--- config.mk ---
export PLATFORM = sky130hd
export DESIGN_NAME = sdr_col_seq
export DESIGN_NICKNAME = d
export VERILOG_FILES = /design/src/rtl/sdr_col_pkg.sv /design/src/rtl/sdr_col_mode_dec.sv /design/src/rtl/sdr_col_addr.sv /design/src/rtl/sdr_col_seq.sv
export SDC_FILE = /design/constraint.sdc
export NUM_CORES = 1
export LEC_CHECK = 0
export ABC_AREA = 1
export BUFFER_PORTS_ARGS = -buffer_cell sky130_fd_sc_hd__buf_2
export CAP_MARGIN = 0
export CORE_ASPECT_RATIO = 0.8
export CORE_MARGIN = 2
export CORE_UTILIZATION = 59
export DETAILED_ROUTE_END_ITERATION = 6
export GPL_TIMING_DRIVEN = 0
export HOLD_SLACK_MARGIN = 0.12
export PLACE_DENSITY = 0.93
export SYNTH_ARGS = -nofsm -noshare
export SYNTH_HDL_FRONTEND = slang
export SYNTH_SLANG_ARGS = --single-unit
--- constraint.sdc ---
create_clock -name clk -period 3.94 [get_ports clk]
set_clock_uncertainty 0.15 [all_clocks]
set_input_delay 0.591 -clock clk [delete_from_list [all_inputs] [get_ports clk]]
set_output_delay 0.591 -clock clk [all_outputs]
set_load 0.02 [all_outputs]
--- src/rtl/sdr_col_pkg.sv ---
package sdr_col_pkg;

    localparam logic [2:0] LEN_ONE   = 3'd0;
    localparam logic [2:0] LEN_TWO   = 3'd1;
    localparam logic [2:0] LEN_FOUR  = 3'd2;
    localparam logic [2:0] LEN_EIGHT = 3'd3;
    localparam logic [2:0] LEN_PAGE  = 3'd7;

    // Decoded burst shape held for the length of a burst
    typedef struct packed {
        logic       full;   // full-page counting burst
        logic       ilv;    // XOR ordering within the block
        logic [1:0] lg;     // log2 of fixed burst length
    } burst_mode_t;

    // Low-bit mask of a fixed burst block
    function automatic logic [3:0] blk_mask(input logic [1:0] lg);
        return 4'((5'd1 << lg) - 5'd1);
    endfunction

endpackage

--- src/rtl/sdr_col_mode_dec.sv ---
module sdr_col_mode_dec
    import sdr_col_pkg::*;
(
    input  logic [2:0]  len_sel,
    input  logic        ilv_sel,
    input  logic        is_wr,
    input  logic        wr_single,
    output burst_mode_t mode
);

    always_comb begin
        mode     = '0;
        mode.ilv = ilv_sel;
        case (len_sel)
            LEN_TWO:   mode.lg = 2'd1;
            LEN_FOUR:  mode.lg = 2'd2;
            LEN_EIGHT: mode.lg = 2'd3;
            LEN_PAGE:  mode.full = 1'b1;
            default:   mode.lg = 2'd0;
        endcase
        if (is_wr && wr_single) begin
            mode.full = 1'b0;
            mode.lg   = 2'd0;
        end
        if (mode.full) begin
            mode.ilv = 1'b0;
        end
    end

    always_comb begin
        a_r7_page_is_seq: assert (!(mode.full && mode.ilv));
        a_r9_single_write: assert (!(is_wr && wr_single) || (!mode.full && mode.lg == 2'd0));
    end

endmodule

--- src/rtl/sdr_col_addr.sv ---
module sdr_col_addr
    import sdr_col_pkg::*;
#(
    parameter int COL_W = 9
) (
    input  logic             vld,
    input  burst_mode_t      mode,
    input  logic [COL_W-1:0] base,
    input  logic [COL_W-1:0] idx,
    output logic [COL_W-1:0] col,
    output logic [COL_W-1:0] mask,
    output logic             last
);

    localparam int PAD_W = COL_W - 4;

    logic [COL_W-1:0] seq_c;
    logic [COL_W-1:0] xor_c;
    logic [COL_W-1:0] low_c;

    always_comb begin
        mask  = mode.full ? '1 : {{PAD_W{1'b0}}, blk_mask(mode.lg)};
        seq_c = base + idx;
        xor_c = base ^ idx;
        low_c = mode.ilv ? xor_c : seq_c;
        col   = (base & ~mask) | (low_c & mask);
        last  = vld && !mode.full && (idx == mask);
    end

    always_comb begin
        a_r4_idx_in_block: assert (!vld || mode.full || ((idx & ~mask) == '0));
    end

endmodule

--- src/rtl/sdr_col_seq.sv ---
module sdr_col_seq
    import sdr_col_pkg::*;
#(
    parameter int COL_W = 9
) (
    input  logic             clk,
    input  logic             rst,
    input  logic             cmd_go,
    input  logic             cmd_wr,
    input  logic [COL_W-1:0] start_col,
    input  logic [2:0]       len_sel,
    input  logic             ilv_sel,
    input  logic             wr_single,
    input  logic             cmd_stop,
    output logic [COL_W-1:0] col_out,
    output logic             col_vld,
    output logic             col_last
);

    typedef struct packed {
        logic             vld;
        burst_mode_t      mode;
        logic [COL_W-1:0] base;
        logic [COL_W-1:0] idx;
    } seq_state_t;

    seq_state_t       st;
    burst_mode_t      new_mode;
    logic [COL_W-1:0] cur_mask;
    logic             at_last;

    sdr_col_mode_dec u_dec (
        .len_sel   (len_sel),
        .ilv_sel   (ilv_sel),
        .is_wr     (cmd_wr),
        .wr_single (wr_single),
        .mode      (new_mode)
    );

    sdr_col_addr #(.COL_W(COL_W)) u_addr (
        .vld  (st.vld),
        .mode (st.mode),
        .base (st.base),
        .idx  (st.idx),
        .col  (col_out),
        .mask (cur_mask),
        .last (at_last)
    );

    always_ff @(posedge clk) begin
        if (rst) begin
            st <= '0;
        end else if (cmd_go) begin
            st.vld  <= 1'b1;
            st.mode <= new_mode;
            st.base <= start_col;
            st.idx  <= '0;
        end else if (cmd_stop) begin
            st.vld <= 1'b0;
        end else if (st.vld) begin
            if (at_last) begin
                st.vld <= 1'b0;
            end else begin
                st.idx <= st.idx + 1'b1;
            end
        end
    end

    assign col_vld  = st.vld;
    assign col_last = at_last;

    a_r2_first_beat: assert property (@(posedge clk) disable iff (rst)
        cmd_go |=> (col_vld && col_out == $past(start_col)));

    a_r4_upper_fixed: assert property (@(posedge clk) disable iff (rst)
        (col_vld && !st.mode.full && !col_last && !cmd_go && !cmd_stop)
        |=> (((col_out ^ $past(col_out)) & ~$past(cur_mask)) == '0));

    a_r7_page_count: assert property (@(posedge clk) disable iff (rst)
        (col_vld && st.mode.full && !cmd_go && !cmd_stop)
        |=> (col_vld && col_out == COL_W'($past(col_out) + 1'b1)));

    a_r8_no_last_page: assert property (@(posedge clk) disable iff (rst)
        (col_vld && st.mode.full) |-> !col_last);

    a_r8_last_ends: assert property (@(posedge clk) disable iff (rst)
        (col_last && !cmd_go) |=> !col_vld);

    a_r10_stop_drops: assert property (@(posedge clk) disable iff (rst)
        (cmd_stop && !cmd_go) |=> !col_vld);

    a_r1_idle_quiet: assert property (@(posedge clk) disable iff (rst)
        !col_vld |-> !col_last);

endmodule

## Yosys cells after proc, flatten, opt, wreduce, memory -nomap -nowiden

Index checks and enable logic that the tools add are counted.

- Latch bits: 0
- Bits in registers: 23
- ROM bits: 0
- Memory bits (writable): 0
- Output and inout bits: 11
- Memories kept: 0

- $lt $le $gt $ge: 0
- Reduce and logical (&&, ||, !) cells: 6
- Shift operators: 1
- Equality and inequality tests: 5
- Add/subtract/negate cells: 3
- Div/mod/pow operators: 0
- Multiply operators: 0
- Mux-type cells: 11
- Bitwise logic cells: 7

Operator list:

| cell | number |
|---|---|
| $and A9 B9 Y9 | 2 |
| $mux W9 | 2 |
| $add A9 B1 Y9 const B | 1 |
| $add A9 B9 Y9 | 1 |
| $eq A9 B9 Y1 | 1 |
| $not A9 Y9 | 1 |
| $or A9 B9 Y9 | 1 |
| $xor A9 B9 Y9 | 1 |
| $mux W1 | 7 |
| $eq A3 B2 Y1 const B | 2 |
| $pmux W2 S3 | 1 |
| $shl A1 B2 Y4 const A | 1 |
| $sub A4 B1 Y4 const B | 1 |
| $eq A3 B1 Y1 const B | 1 |
| $eq A3 B3 Y1 const B | 1 |
| $logic_and A1 B1 Y1 | 3 |
| $reduce_and A3 Y1 | 1 |
| $mux W2 | 1 |
| $not A1 Y1 | 2 |
| $reduce_or A2 Y1 | 1 |
| $logic_not A1 Y1 | 1 |

## Depth between registers and ports, before layout

Gate-level depths: netlist of the first run.

- Word-level depth: 9
- Gate-level depth with buffers: 11
- Mapped depth without buffers: 11

## By module

Synthesis of the first run repeated with hierarchy kept, for this count alone.

- Cells, all modules: 264
- Area total of the unflattened synthesis: 1711.6 sq um

By module, submodules not included:

| module | times used | cells an instance | seq. area each (sq um) | area each (sq um) |
|---|---|---|---|---|
| sdr_col_seq | 1 | 136 | 460.4 | 972.2 |
| sdr_col_addr | 1 | 118 | 0.0 | 696.9 |
| sdr_col_mode_dec | 1 | 10 | 0.0 | 42.5 |

## Worst setup path after synthesis of the first run

No wires, ideal clock.

- Path kind: reg-to-output
- Start point: register, netlist name st[0]
- End point: output col_out[6]
- Arrival: 1.595 ns
- Path slack: 1.604 ns
- Buffers on the path: 0
- Cell stages (with the launch flop): 10
- Cells stage by stage: dfxtp_1 > ha_1 > fa_1 > nand3_1 > nand2_1 > a21oi_1 > nor2_1 > nand2_1 > nand3_1 > nand2_1

- Cells in the longest elaborated chain, start to end: 4

Ends and longest elaborated chain:

| element | line | RTL |
|---|---|---|
| $add A9 B9 Y9 | sdr_col_addr.sv:23 | `seq_c = base + idx;` |
| $mux W9 | sdr_col_addr.sv:25 | `low_c = mode.ilv ? xor_c : seq_c;` |
| $and A9 B9 Y9 | sdr_col_addr.sv:26 | `col = (base & ~mask) \| (low_c & mask);` |
| $or A9 B9 Y9 | sdr_col_addr.sv:26 |  |
| end, declared | sdr_col_seq.sv:15 | `output logic [COL_W-1:0] col_out,` |

Every way passes these cells.

## Worst setup path after layout of the first run

- Start point: register, netlist name st[0]
- End point: output col_out[6]

- Cells in the longest elaborated chain, start to end: 4

Ends and longest elaborated chain:

| element | line |
|---|---|
| $add A9 B9 Y9 | sdr_col_addr.sv:23 |
| $mux W9 | sdr_col_addr.sv:25 |
| $and A9 B9 Y9 | sdr_col_addr.sv:26 |
| $or A9 B9 Y9 | sdr_col_addr.sv:26 |

Every way passes these cells.

==> flow_summary.yaml, run 1 <==
floorplanning:
  fp.dieW_um: 62.4
  die_area_mm2: 0.00316
  start_util_pct: 63.8
  rows: 16
  ios: 30
  die_h_um: 50.7
  fp.coreArea_mm2: 0.00252
place:
  place_hpwl_um: 2910
  numPortBuffers: 29
  gp_congestion: 0.826
synthesis:
  yosys_warnings: 0
  synth_top_family_by_area: "simple AND/OR/NAND/NOR gates"
  synth_mux_area_share_pct: 0
  syn-num-nets: 277
  ys_ff_latch: 23
  synth_compound_area_share_pct: 15.3
  synth-simple-area-share_pct: 34.7
  synth.avg_cell_area_um2: 6.49
  synth_top_cell_area_share_pct: 28.6
  synth_cell_types: 30
  yosysTopAreaCell: "dfxtp_1"
  netlist_top_cells_area: "dfxtp_1 29%, nand2_1 17%, nand3_1 7.8%, a21oi_1 7.5%, inv_1 7.2%"
  syn_area_mm2: 0.00161
  synthXorXnorAreaFrac_pct: 2.18
  synthCells: 248
  synth_fa_ha_area_share_pct: 8.24
  ys_seq_area_share_pct: 28.6
worst_setup_path:
  crit_arrival_ns: 2.26
  crit_path_max_fanout: 6
  cp-start-kind: "flop"
  worstPathRequired_ns: 3.20
  end_kind: "output port"
  critPathKind: "reg -> out"
detailed_routing:
  drtAntennaViolNets: 0
  wl_per_cell_um: 12.3
  wl_met2_um: 1850
  dr.first_iter.drc_count: 81
  wl_met3_um: 275
  top_layer_used: "met4"
  met1_length_um: 1720
  drt_wl_total_um: 3890
  route.detailed.drc: 0
  first_pass_iters: 4
  routed-via-count: 1716
  viasPerCell: 5.41
global_route:
  antenna_found_initial: 0
  track_usage_pct: 26.0
  grt_remaining_overflow: 0
  grt_pass1_wl_um: 6610
  grt_pass1_vias: 1573
  grt_max_degree: 14
clock_tree:
  path_clk_slew_ns: 0.13
  post_cts_buffers: 0
  cts_resized: 0
  numCtsBuffers: 3
  holdBufCountCts: 0
  h-tree-depth: 1
  clock_tree.root_cell: "clkbuf_4"
  clk_latency_ns: 0.31
  cts.sinks: 23
  cts_buffer_depth: 2
  cts_tree: "done"
power_and_ir_drop:
  seqPwrFrac_pct: 54.2
  p_sw_share_pct: 31.4
  p_sw_mw: 0.144
  power.internal_mw: 0.314
  power_frac_clock_pct: 24.5
  finalPower_mw: 0.458
  power_leakage_nw: 0.912
  p_per_area_mw_per_mm2: 251
  vdd_ir_drop_max_v: 0.000232
  comb_power_share_pct: 21.3
finish:
  antenna_cells: 0
  multi_input_area_um2: 972
  fill_cells: 221
  area_growth_syn_to_layout_pct: 13.5
  drive_gt1_share_pct: 17.1
  seqCellArea_um2: 460
  nets: 311
timing:
  relSlewSlack_pct: 65.7
  clock.fmax_ghz: 0.333
  holdWs_ns: 0.354
  hold_violations: 0
  rsz0062_at_grt: "false"
  setup_tns_ns: 0
  tightest_slew_ns: 0.515
  maxSlewViolCount: 0
  fin_crit_ns: 3.00
  timing.final.crit_share_pct: 76.2
  setup_viol: 0
worst_hold_path:
  hold_class: "in -> reg"
flow_run:
  cap_viol_max_count: 0
status:
  status: "completed"
==> layer usage <==
metal	up-vias	GRT usage (%)
met5	-	0
met4	0	4.07
met3	6	4.71
met2	71	48.2
met1	757	32.3
li1	882	-
==> final timing paths <==
kind	start	end	slack [ns]	cells after the start
worst max register to register	st[1]	st[6]	2.26	6
worst max-delay path	st[0]	col_out[6]	0.94	10
worst min-delay path	start_col[7]	st[16]	0.35	3
worst min register to register	st[8]	st[8]	0.36	2
==> worst max-delay path, cell delays in order, from the launching register on <==
cell and delay [ns]:
dfxtp_1 0.39, ha_1 0.26, fa_1 0.44, nand3_1 0.09, nand2_1 0.11, a21oi_1 0.23
nor2_1 0.07, nand2_1 0.06, nand3_1 0.08, nand2_1 0.07, buf_2 0.16
==> cells in the mapped netlist <==
cell type	number
inv_2	3
or2_1	1
o21bai_1	1
buf_4	1
clkinv_1	2
a211oi_1	1
nor2_1	10
nand3_1	25
nor2_4	1
nand2_2	4
o32ai_1	2
o21ai_1	3
o22ai_1	8
clkbuf_1	3
xnor2_1	1
a41oi_1	1
fa_1	1
buf_6	2
nand4_1	4
inv_1	31
nor2_2	3
xor2_1	3
a21oi_1	24
nand2_1	72
ha_1	9
or2_0	1
dfxtp_1	23
nand3b_1	3
o21ai_0	4
nand3_2	1
==> layout by cell type (no fill, tap or decap), types with 2 or more instances in the layout <==
cell	n
a21oi_1	24
o21ai_1	3
xor2_1	3
nand3_1	25
o21ai_0	4
nand2_1	72
inv_1	31
clkbuf_1	3
nand2_2	4
dfxtp_1	23
o32ai_1	2
o22ai_1	8
inv_2	3
ha_1	9
clkbuf_4	3
buf_2	29
nor2_1	10
clkinv_1	2
buf_6	2
nor2_2	3
nand4_1	4
nand3b_1	3
==> power groups by stage <==
stage | combinational [mW] | sequential [mW] | clock (mW)
final | 0.0976 | 0.248 | 0.112
after detailed placement | 0.0961 | 0.253 | 0
after global routing | 0.108 | 0.249 | 0.123
after global placement | 0.0936 | 0.253 | 0
after CTS | 0.0969 | 0.248 | 0.112
after floorplan | 0.0638 | 0.252 | 0
==> kinds of logic after synthesis <==
| family | after synthesis |
|---|---|
| flip-flops | 23 |
| XOR/XNOR | 4 |
| adder cells (fa/ha/maj) | 10 |
| AO/OA/AOI/OAI | 44 |
| buffers and inverters | 42 |
| AND/OR/NAND/NOR | 125 |
==> sequential cells by signal, indices dropped and copies added (netlist names) <==
register  count
col_vld       1
st           22
==> area by class of cell <==
cell class,count,share of cell area [%]
clock inverter,1,0.274
tap,36,2.47
multi-input combinational,183,53.2
clock buffer,3,1.23
buffer,6,2.26
sequential,23,25.2
timing repair buffer,29,7.95
inverter,36,7.40
==> per-stage QoR <==
step                std cells  util (%)  worst slack (ns)  instance area (um^2)
global placement          313      71.3              1.39                  1800
global route              317      72.4             0.747                  1830
CTS                       317      72.4             0.950                  1830
finish                    317      72.4             0.939                  1830
detailed placement        313      71.3              1.33                  1800
floorplan                 248         -              1.60                  1610
Power figures use the tool's default switching activity.
==> inputs of run 2 (changes only) <==
Settings changed: CORE_UTILIZATION 59 to 50, PLACE_DENSITY 0.93 to 0.85.
Clock period 3.94 ns to 2.5 ns, I/O delays scaled along.
==> run 2 against run 1 <==
Effect of this change:
- cell count up 1.9%
- highest routed layer unchanged
- critical path depth is the same
- worst hold slack worse by 0.16 ns
- first-iteration DRC count is 7.4% higher
- die area is 17% higher
- sequential power rose by 57%
- non-clock buffer count rose by 2
- routed wire length about the same
- largest cell class unchanged
- via count decreased by 1.3%
- flip-flop and latch count stayed put
- setup slack lost 0.87 ns
==> flow_summary.yaml, run 2 (synthesized netlist as in run 1, its figures left out) <==
timing:
  hold_violations: 0
  setup_viol: 0
  fin_ws_ns: 0.0697
  relSlewSlack_pct: 66.3
  timing.final.crit_share_pct: 97.2
  clock.fmax_ghz: 0.411
  fin_crit_ns: 2.43
  tightest_slew_ns: 0.505
  maxSlewViolCount: 0
  setup_tns_ns: 0
finish:
  nets: 313
  largest_register: "st"
  fin_cells: 323
  largest_reg_flops: 22
  final_common_cell: "nand2_1"
  drive_gt1_share_pct: 23.0
  antenna_cells: 0
  area_growth_syn_to_layout_pct: 21.1
  layout_common_cells: "69 x nand2_1, 31 x inv_1, 27 x buf_2, 24 x nand3_1, 22 x a21oi_1"
detailed_routing:
  drtAntennaViolNets: 0
  dr.first_iter.drc_count: 87
  first_pass_iters: 4
  drt_wl_total_um: 3890
  wl_per_cell_um: 12.0
  routed-via-count: 1693
  viasPerCell: 5.24
  route.detailed.drc: 0
clock_tree:
  path_clk_slew_ns: 0.08
  h-tree-depth: 1
  cts_tree: "done"
  clk_latency_ns: 0.26
  cts_buffer_depth: 2
  cts.sinks: 23
  clock_tree.root_cell: "clkbuf_8"
  numCtsBuffers: 3
  holdBufCountCts: 0
worst_setup_path:
  cpMostUsedCell: "nand2_1"
  rrSetupSlack_ns: 0.76
  crit_path_max_fanout: 4
  critPathKind: "reg -> out"
  rr_startpoint: "st[1]"
  end_kind: "output port"
  r2r_cells: 6
  cp_cell_sequence: "ha_4 > fa_2 > nand3_2 > nand2_4 > a21oi_2 > nor2_1 > nand2_1 > nand3_1 > nand2_1 > buf_4"
  slowest_stage: "dfxtp_4"
  crit_arrival_ns: 1.91
  worstPathRequired_ns: 1.98
  rr_endpoint: "st[6]"
  cp-start-kind: "flop"
  cp_slowest_stage_delay_ns: 0.36
status:
  status: "completed"
power_and_ir_drop:
  vdd_ir_drop_max_v: 0.000258
  power_leakage_nw: 0.927
  p_per_area_mw_per_mm2: 401
place:
  place_ws_ns: 0.0763
  gp_congestion: 0.886
  numPortBuffers: 29
  place_inst: 317
  place_hpwl_um: 2910
floorplanning:
  fp.dieW_um: 67.4
  ios: 30
  fp.coreArea_mm2: 0.00309
  die_h_um: 54.7
  rows: 18
  start_util_pct: 52.1
  die_area_mm2: 0.00369
global_route:
  track_usage_pct: 22.5
  grt_remaining_overflow: 0
  grt_pass1_vias: 1457
  antenna_found_initial: 0
  grt_max_degree: 14
  grt_pass1_wl_um: 6260
worst_hold_path:
  holdPathStages: 2
  hold_class: "in -> reg"
  min_to: "st[18]"
  hp-start: "len_sel[2]"
flow_run:
  cap_viol_max_count: 0
[run 2: cell types whose count changed in the layout (fill, tap and decap cells not counted), sizes merged]
cell  change
buf       +2
[run 2: timing repair]
| item | CTS | global route |
|---|---|---|
| pin swaps | 2 | 1 |
| endpoints found under the setup margin | 3 | 5 |
| gates resized for setup | 9 | 12 |
| gates cloned | 0 | 0 |
| buffers inserted | 2 | 0 |
[run 2: metrics by stage]
stage / total power, mW / hold slack (ns) / area, um^2 / util, %
final: 0.781 / 0.192 / 1950 / 63.1
after global routing: 0.823 / 0.186 / 1950 / 63.1
after CTS: 0.788 / 0.178 / 1890 / 61.3
after detailed placement: 0.550 / 0.337 / 1800 / 58.5
after global placement: 0.546 / 0.334 / 1800 / 58.5
after floorplan: 0.498 / 0.294 / 1610 / -
[run 2: how the worst max path moves through the flow]
stage	startpoint	endpoint	depth (start not counted)
5_1_grt	st[3]	col_out[8]	11
6_report	st[0]	col_out[6]	10
3_5_place_dp	st[0]	col_out[6]	10
2_1_floorplan	st[0]	col_out[6]	9
3_3_place_gp	st[0]	col_out[6]	10
4_1_cts	st[0]	col_out[6]	10
[run 2: report_power, final]
part / leakage, nW / switching, mW / internal [mW]
logic: 0.711 / 0.0981 / 0.0603
registers: 0.191 / 0.0119 / 0.379
clock network: 0.0255 / 0.121 / 0.111
total: 0.927 / 0.231 / 0.550
[run 2: worst max-delay path, delay by kind of cell, from the launching register on]
kind / cells / cell delay [ns]
compound gates: 1 / 0.20
fa+ha+maj: 2 / 0.52
buf+inv: 1 / 0.13
flops: 1 / 0.36
simple gates: 6 / 0.41
[run 2: layer usage]
layer,wire [um],part of all wire [%],vias to the layer above,GRT usage (%)
li1,-,-,887,-
met5,0,0,-,0
met4,14,0.36,0,2.38
met2,1810,47,53,39.9
met3,214,5.5,2,4.94
met1,1840,47,751,29.1
[run 2: layout make-up]
cell class | instances | area, um^2
tap | 40 | 50.0
inverter | 36 | 135
buffer | 6 | 41.3
sequential | 23 | 469
clock inverter | 1 | 5.00
multi-input combinational | 183 | 1040
timing repair buffer | 31 | 169
clock buffer | 3 | 41.3
fill | 281 | 1140
==> inputs of run 3 (changes only) <==
Settings changed: PLACE_DENSITY 0.85 to 0.84, SYNTH_HIERARCHICAL set to 1.
==> run 3 against run 2 <==
Effect of this change:
- the flow now finishes with violations (setup timing)
- count of clock-buffer cells in the layout grew 1
- critical endpoint is now col_out[2]
- cell count grew 5.0%
- register-to-register slack worse by 0.23 ns
- synthesized area is 3.8% higher
- clock power rose by 4%
- setup slack worse by 0.088 ns
- fmax shrank 3.5%
- global-route usage decreased by 0.080 points
- critical path depth up 2
- first-iteration DRC count is 20% lower
==> flow_summary.yaml, run 3 <==
timing:
  holdWs_ns: 0.183
  fin_crit_ns: 2.52
  fin_ws_ns: -0.0184
  setup_viol: 1
  relSlewSlack_pct: 75.4
  rsz0062_at_grt: "true"
  maxSlewViolCount: 0
  clock.fmax_ghz: 0.397
  tightest_slew_ns: 0.366
  hold_violations: 0
  timing.final.crit_share_pct: 101
global_route:
  grt_pass1_vias: 1557
  grt_max_degree: 13
  grt_remaining_overflow: 0
  track_usage_pct: 22.4
  grt_pass1_wl_um: 6690
  antenna_found_initial: 0
worst_setup_path:
  critPathLaunch: "st[9]"
  worstPathRequired_ns: 1.98
  crit_arrival_ns: 1.99
  rrSetupSlack_ns: 0.53
  cp-start-kind: "flop"
  critPathKind: "reg -> out"
  rr_startpoint: "st[21]"
  crit_end: "col_out[2]"
  r2r_cells: 11
  cp_slowest_stage_delay_ns: 0.37
  cp_top_family: "buffers and inverters"
  rr_endpoint: "st[7]"
  cpMostUsedCell: "buf_4"
  slowest_stage: "dfxtp_4"
  worst-path-buf-inv: 7
  end_kind: "output port"
  crit_path_max_fanout: 2
  cp_cell_sequence: "ha_4 > inv_2 > fa_2 > inv_2 > buf_4 > buf_4 > buf_4 > buf_4 > nand3_1 > nand3_1 > o21ai_1 > buf_4"
  cp_num_cells: 12
power_and_ir_drop:
  comb_power_share_pct: 18.9
  p_sw_share_pct: 29.0
  power.internal_mw: 0.553
  p_sw_mw: 0.226
  power_frac_clock_pct: 30.9
  finalPower_mw: 0.779
  power_leakage_nw: 0.985
  vdd_ir_drop_max_v: 0.000332
  p_per_area_mw_per_mm2: 382
  seqPwrFrac_pct: 50.1
finish:
  fin_cells: 339
  final_util_pct: 65.1
  area_growth_syn_to_layout_pct: 22.1
  nets: 329
  largest_register: "st"
  final_common_cell: "nand2_1"
  multi_input_area_mm2: 0.00107
  layout_common_cells: "80 x nand2_1, 31 x inv_1, 26 x buf_2, 22 x nor2_1, 22 x nand3_1"
  antenna_cells: 0
  drive_gt1_share_pct: 26.4
  seqCellArea_um2: 472
  largest_reg_flops: 22
  final_area_mm2: 0.00204
  fill_cells: 282
synthesis:
  syn-num-nets: 287
  yosys_warnings: 6
  synthCells: 258
  synth.avg_cell_area_um2: 6.47
  syn_area_mm2: 0.00167
floorplanning:
  die_area_mm2: 0.00382
  ios: 30
  start_util_pct: 53.4
  rows: 18
  die_h_um: 55.7
  fp.dieW_um: 68.6
  fp.coreArea_mm2: 0.00313
status:
  violations: "setup timing"
  status: "complete, but fails checks"
clock_tree:
  cts.sinks: 23
  cts_buffer_depth: 2
  numCtsBuffers: 3
  holdBufCountCts: 0
  clock_tree.root_cell: "clkbuf_8"
  path_clk_slew_ns: 0.08
  clk_latency_ns: 0.27
  cts_tree: "done"
  h-tree-depth: 1
detailed_routing:
  first_pass_iters: 4
  routed-via-count: 1717
  drt_wl_total_um: 3930
  drtAntennaViolNets: 0
  wl_per_cell_um: 11.6
  route.detailed.drc: 0
  viasPerCell: 5.06
  dr.first_iter.drc_count: 70
place:
  numPortBuffers: 29
  place_hpwl_um: 2880
  dpl_cell_area_mm2: 0.00187
  gp_congestion: 0.855
  place_inst: 327
flow_run:
  cap_viol_max_count: 0
worst_hold_path:
  hold_class: "in -> reg"
run 3: worst register-to-register path, stage by stage (launching register included):
cell and delay, ns:
dfxtp_1 0.35, buf_6 0.18, inv_4 0.09, a21oi_4 0.19, xor2_1 0.17, nor2_1 0.10, nor2_1 0.13, nand2_2 0.13
nor2_2 0.21, nand3_1 0.09, nand2_1 0.07, nor2_1 0.04
run 3: worst min path at each step:
stage	start	endpoint	slack, ns	depth (start not counted)
finish	start_col[0]	st[9]	0.18	3
global route	start_col[4]	st[13]	0.20	3
CTS	start_col[0]	st[9]	0.18	3
detailed placement	st[18]	st[18]	0.32	2
global placement	st[18]	st[18]	0.31	2
floorplan	rst	st[10]	0.29	1
run 3: final cells by class:
type / instances / area share [%]
sequential: 23 / 23.1
inverter: 38 / 7.12
multi-input combinational: 193 / 52.3
buffer: 4 / 1.72
tap: 40 / 2.45
clock buffer: 4 / 2.21
timing repair buffer: 37 / 11.1
run 3: stage by stage:
stage	setup TNS [ns]	setup WS, ns
final	-0.0184	-0.0184
after global routing	-0.292	-0.113
after CTS	0	0.0112
after detailed placement	-0.0469	-0.0328
after global placement	0	0.0466
after floorplan	0	0.281
run 3: timing repair:
| item | CTS | global route |
|---|---|---|
| pin swaps | 5 | 6 |
| hold endpoints to repair | 0 | 0 |
| buffers inserted | 5 | 3 |
| gates resized for setup | 15 | 10 |
| endpoints found under the setup margin | 3 | 6 |
run 3: routing by layer:
metal | track usage (%) | routed length, um | up-vias
li1 | - | - | 899
met1 | 29.3 | 1800 | 759
met2 | 36.8 | 1830 | 53
met3 | 5.26 | 241 | 6
met4 | 5.14 | 55 | 0
met5 | 0 | 0 | -
run 3: power by group through the flow:
stage	Combinational (mW)	Clock [mW]	Sequential (mW)
2_1_floorplan	0.0930	0	0.398
3_3_place_gp	0.134	0	0.399
3_5_place_dp	0.137	0	0.400
4_1_cts	0.143	0.246	0.391
5_1_grt	0.165	0.263	0.392
6_report	0.147	0.241	0.391
